File: config.mk
export PLATFORM = sky130hd
export DESIGN_NAME = bus_turn_arb
export DESIGN_NICKNAME = d
export VERILOG_FILES = /design/src/rtl/bus_turn_pkg.sv /design/src/rtl/bus_turn_ctr.sv /design/src/rtl/bus_turn_rule.sv /design/src/rtl/bus_turn_arb.sv
export SDC_FILE = /design/constraint.sdc
export NUM_CORES = 1
export LEC_CHECK = 0
export ABC_AREA = 0
export ABC_CLOCK_PERIOD_IN_PS = 4600
export BUFFER_PORTS_ARGS = -buffer_cell sky130_fd_sc_hd__buf_4
export CELL_PAD_IN_SITES_DETAIL_PLACEMENT = 1
export CELL_PAD_IN_SITES_GLOBAL_PLACEMENT = 2
export CORE_MARGIN = 4
export CORE_UTILIZATION = 30
export CTS_CLUSTER_SIZE = 12
export DETAILED_ROUTE_END_ITERATION = 12
export PLACE_DENSITY_LB_ADDON = 0.05
export SLEW_MARGIN = 15
export SYNTH_ARGS = -nofsm -noshare
export SYNTH_HDL_FRONTEND = slang
export SYNTH_HIERARCHICAL = 1
export SYNTH_SLANG_ARGS = --single-unit
File: constraint.sdc
create_clock -name clk -period 4.6 [get_ports clk]
set_input_delay 0.46 -clock clk [delete_from_list [all_inputs] [get_ports clk]]
set_output_delay 0.46 -clock clk [all_outputs]
set_load 0.02 [all_outputs]
File: src/rtl/bus_turn_pkg.sv
package bus_turn_pkg;
    // Bus direction encoding shared by all units
    typedef enum logic {
        DIR_RD = 1'b0,
        DIR_WR = 1'b1
    } dir_t;
endpackage

File: src/rtl/bus_turn_ctr.sv
// Saturating burst counter for one bus direction.
// Assumes clr and inc are only raised on a decision strobe.
// q_nxt exposes the value the counter will take at the next edge,
// so the switching rule can see a count that includes the current burst.
module bus_turn_ctr #(
    parameter int CNT_W = 16
) (
    input  logic             clk,
    input  logic             rst_n,
    input  logic             clr,
    input  logic             inc,
    output logic [CNT_W-1:0] q,
    output logic [CNT_W-1:0] q_nxt
);
    localparam logic [CNT_W-1:0] SAT = {CNT_W{1'b1}};

    logic [CNT_W-1:0] base;

    // Next count: clear first, then add one unless saturated
    always_comb begin
        base  = clr ? '0 : q;
        q_nxt = (inc && base != SAT) ? base + 1'b1 : base;
    end

    // Count register
    always_ff @(posedge clk) begin
        if (!rst_n) q <= '0;
        else        q <= q_nxt;
    end
endmodule

File: src/rtl/bus_turn_rule.sv
// Combinational switching rule: given the direction being taken on
// this strobe, the occupancies and the updated run counts, say whether
// the following decision should be a write. Occupancies are as seen
// before this strobe's burst leaves its queue.
module bus_turn_rule
    import bus_turn_pkg::*;
#(
    parameter int OCC_W  = 8,
    parameter int CNT_W  = 16,
    parameter int HI_TH  = 27,
    parameter int LO_TH  = 16,
    parameter int MIN_RD = 64,
    parameter int MIN_WR = 64
) (
    input  dir_t             dir,
    input  logic [OCC_W-1:0] rd_occ,
    input  logic [OCC_W-1:0] wr_occ,
    input  logic             drain,
    input  logic             wblock,
    input  logic [CNT_W-1:0] rd_run,
    input  logic [CNT_W-1:0] wr_run,
    output logic             go_wr
);
    int rd_n, wr_n, rd_left, wr_left, rd_run_n, wr_run_n;
    logic to_rd;

    // Evaluate the hysteresis conditions for the direction in force
    always_comb begin
        rd_n     = int'(rd_occ);
        wr_n     = int'(wr_occ);
        rd_run_n = int'(rd_run);
        wr_run_n = int'(wr_run);
        rd_left  = (rd_n != 0) ? rd_n - 1 : 0;
        wr_left  = (wr_n != 0) ? wr_n - 1 : 0;
        to_rd    = 1'b0;
        go_wr    = 1'b0;
        if (dir == DIR_RD) begin
            if (rd_n == 0)
                go_wr = (wr_n != 0) && (drain || wr_n > LO_TH);
            else
                go_wr = (wr_n > HI_TH) && !wblock &&
                        (rd_run_n >= MIN_RD || rd_left == 0);
        end else begin
            to_rd = (wr_left == 0) ||
                    ((wr_left + MIN_WR < LO_TH) && !drain) ||
                    ((rd_n != 0) && (wr_run_n >= MIN_WR)) ||
                    ((rd_n != 0) && wblock);
            go_wr = !to_rd;
        end
    end
endmodule

File: src/rtl/bus_turn_arb.sv
// Read/write turnaround arbiter for one pseudo channel.
// On each burst_stb the queued direction takes effect, a burst is
// counted in it when its queue is non-empty, and the next direction is
// decided. Assumes occupancies are stable around the strobe edge.
module bus_turn_arb
    import bus_turn_pkg::*;
#(
    parameter int WBUF_DEPTH = 64,
    parameter int HI_PCT     = 85,
    parameter int LO_PCT     = 50,
    parameter int MIN_RD     = 64,
    parameter int MIN_WR     = 64,
    parameter int OCC_W      = 8,
    parameter int CNT_W      = 16
) (
    input  logic             clk,
    input  logic             rst_n,
    input  logic [OCC_W-1:0] rd_occ,
    input  logic [OCC_W-1:0] wr_occ,
    input  logic             drain_req,
    input  logic             wr_block,
    input  logic             burst_stb,
    output logic             dir_cur,
    output logic             dir_next,
    output logic             turn_pulse,
    output logic [CNT_W-1:0] turn_count
);
    localparam int HALF  = WBUF_DEPTH / 2;
    localparam int HI_TH = (HALF * HI_PCT) / 100;
    localparam int LO_TH = (HALF * LO_PCT) / 100;

    dir_t             cur_q, nxt_q;
    logic             swap;
    logic             issued;
    logic             go_wr;
    logic [CNT_W-1:0] run_q [2];
    logic [CNT_W-1:0] run_d [2];

    // Turnaround pending and whether the taken direction has work
    always_comb begin
        swap   = (cur_q != nxt_q);
        issued = (nxt_q == DIR_RD) ? (rd_occ != '0) : (wr_occ != '0);
    end

    // One run counter per direction
    for (genvar g = 0; g < 2; g++) begin : g_run
        bus_turn_ctr #(.CNT_W(CNT_W)) u_ctr (
            .clk   (clk),
            .rst_n (rst_n),
            .clr   (burst_stb && swap && (cur_q == dir_t'(g))),
            .inc   (burst_stb && issued && (nxt_q == dir_t'(g))),
            .q     (run_q[g]),
            .q_nxt (run_d[g])
        );
    end

    bus_turn_rule #(
        .OCC_W  (OCC_W),
        .CNT_W  (CNT_W),
        .HI_TH  (HI_TH),
        .LO_TH  (LO_TH),
        .MIN_RD (MIN_RD),
        .MIN_WR (MIN_WR)
    ) u_rule (
        .dir    (nxt_q),
        .rd_occ (rd_occ),
        .wr_occ (wr_occ),
        .drain  (drain_req),
        .wblock (wr_block),
        .rd_run (run_d[0]),
        .wr_run (run_d[1]),
        .go_wr  (go_wr)
    );

    // Direction state, turnaround flag and reported run length
    always_ff @(posedge clk) begin
        if (!rst_n) begin
            cur_q      <= DIR_RD;
            nxt_q      <= DIR_RD;
            turn_pulse <= 1'b0;
            turn_count <= '0;
        end else begin
            turn_pulse <= burst_stb && swap;
            if (burst_stb) begin
                cur_q <= nxt_q;
                nxt_q <= go_wr ? DIR_WR : DIR_RD;
                if (swap)
                    turn_count <= (cur_q == DIR_WR) ? run_q[1] : run_q[0];
            end
        end
    end

    // Drive the direction ports
    always_comb begin
        dir_cur  = cur_q;
        dir_next = nxt_q;
    end
endmodule

==> impl_metrics.ini <==
[timing]
worst_slew_pin_slew_ns = 0.804
fmax_mhz = 264
slew_headroom_pct = 46.0
drv_slew = 0
setup_viol = 0
hold_ws_ns = 0.501
finalCritPeriodShare_pct = 82.3
hold_viol = 0
rsz0062_at_grt = no
tns_ns = 0
skew_ns = 0.00457
post-route-min-period_ns = 3.79

[clocking]
htree_levels = 2
cts_tree = built
cts_root_buf = clkbuf_16
insertion_delay_ns = 0.29
post_cts_buffers = 0
cts_buffers = 5
cts_resized = 0
cts.sinks = 51
max-clock-path-buffers = 2
clk_pin_slew_worst_paths_ns = 0.07
cts-hold-fix-buffers = 0

[floorplanning]
row_count = 38
die_h_microns = 114
start_util_pct = 30.9
die_x_microns = 114
core_area_sq_mm = 0.0110
dieArea_sq_mm = 0.0131
ios = 40

[critical_path]
crit_chain = xor2_2, and3_1, buf_4, nand4b_2, nor3_1, nand3_1, xnor2_1, nor4_1, nand2_1, nor4_1, o21ai_0, a222oi_1, mux2i_1, nor2b_1
crit_top_cell = nor4_1
required_ns = 4.83
max_stage_delay_ns = 0.56
critPathKind = flop to flop
timing.rr.start = dir_next$_SDFFE_PN0P_
crit_start = dir_next$_SDFFE_PN0P_
crit_arrival_ns = 4.02
critPathMaxFanout = 12
end_kind = flop
critPathLaunchType = flop
slowest_stage = dfxtp_1

[detailed_routing]
ant_nets = 0
first_pass_iters = 4
detail_route.wl_per_cell_microns = 17.7
viasPerCell = 5.47
wl_met2_microns = 5010
top_layer = met4
num_vias = 3227
m1WireLength_microns = 5050
drc = 0
initialDrtViolationCount = 172
route.met3.wl_microns = 281
wirelength_microns = 10400

[power_and_ir_drop]
power.total_mw = 0.955
p_per_area_mw_per_mm2 = 239
p_leak_nw = 1.76
peakVddDrop_v = 0.000115

[grt]
track_usage_pct = 16.6
grt_antenna_before_repair = 0
grt_max_degree = 54
grt_overflow = 0
first_global_vias = 3350
grt_pass1_wl_microns = 17600

[finish]
post_route_cells_drive_above_1_share_pct = 18.2
fin_nets = 475
antenna_cells = 0
post-route-util_pct = 36.4
area_growth_pct = 17.8
fillers = 1341

[synthesis]
netlist_instances = 409
synth_warnings = 6
syn_avg_cell_area_sq_um = 8.31
syn-cell-area_sq_mm = 0.00340

[run_status]
status = finished, final reports clean

[hold_path]
hp-class = flop to flop
holdCritStartpoint = turn_count[12]$_SDFFE_PN0P_

[placement]
dp_hpwl_microns = 7960
gp_congestion = 0.821
port_buffers = 39

[flow_run]
max-cap-violations = 0
-- where the power goes --
part	internal, mW	switching, mW	leakage [nW]
Combinational	0.0269	0.0406	1.26
Sequential	0.443	0.00258	0.411
Clock	0.259	0.183	0.0804
Total	0.729	0.226	1.76
-- state kept, by name (all words and copies together) (netlist names) --
| register | cells |
|---|---|
| g_run.u_ctr/q | 32 |
| turn_count | 16 |
| dir_cur | 1 |
| dir_next | 1 |
| turn_pulse | 1 |
-- cells in the final DEF, fill, tap and decap left out, drive strengths merged, types with 2 or more instances in the layout --
master    n
conb      5
mux2i    23
nand4b    6
a31o      2
nand3    35
dfxtp    51
inv      12
o41ai     2
clkbuf    5
nor2b    13
nand2b   10
and2b     2
nand4    10
nor3     17
and3      9
a41oi     2
or4       7
nor2     18
xnor2    12
and2      5
xor2      2
o2111ai   4
nand2    39
and4b     3
o31ai     7
nor4     16
mux2      3
or3       5
ha        5
nor3b     2
a21oi    30
a31oi     3
o21ai     8
buf      48
o211a    16
-- area by class of cell --
cell class,count,area [sq um],area share (%)
clock inverters,3,46.3,1.16
multi-input cells,332,2230,55.8
clock buffers,5,125,3.13
well taps,140,175,4.38
repair buffers,48,360,9.00
inverters,11,41.3,1.03
flip-flops and latches,51,1020,25.5
-- worst max-delay path: cells and delay by family (launching register included) --
| family | cells | cell delay [ns] |
|---|---|---|
| flops | 1 | 0.56 |
| buf+inv | 1 | 0.20 |
| mux | 1 | 0.12 |
| xor+xnor | 2 | 0.29 |
| simple gates | 8 | 2.05 |
| compound gates | 2 | 0.50 |
-- worst paths after layout --
path,to,slack (ns),depth (start not counted)
max,dir_next$_SDFFE_PN0P_,0.81,14
min,turn_count[12]$_SDFFE_PN0P_,0.50,1
max reg2reg,dir_next$_SDFFE_PN0P_,0.81,14
min reg2reg,turn_count[12]$_SDFFE_PN0P_,0.50,1
-- stage by stage --
| stage | cells | area [sq um] | setup WS [ns] |
|---|---|---|---|
| after detailed placement | 582 | 3830 | 0.746 |
| after global routing | 590 | 4000 | 0.260 |
| after global placement | 582 | 3830 | 0.894 |
| final | 590 | 4000 | 0.814 |
| after floorplan | 412 | 3410 | 1.06 |
| after CTS | 590 | 4000 | 0.790 |
-- metal layers --
metal / GRT usage, % / vias to the layer above
met5: 0 / -
met4: 3.48 / 0
met3: 2.75 / 8
met2: 27.6 / 38
met1: 22.7 / 1572
li1: - / 1609
Note: power is estimated with default switching activity, not from simulation.
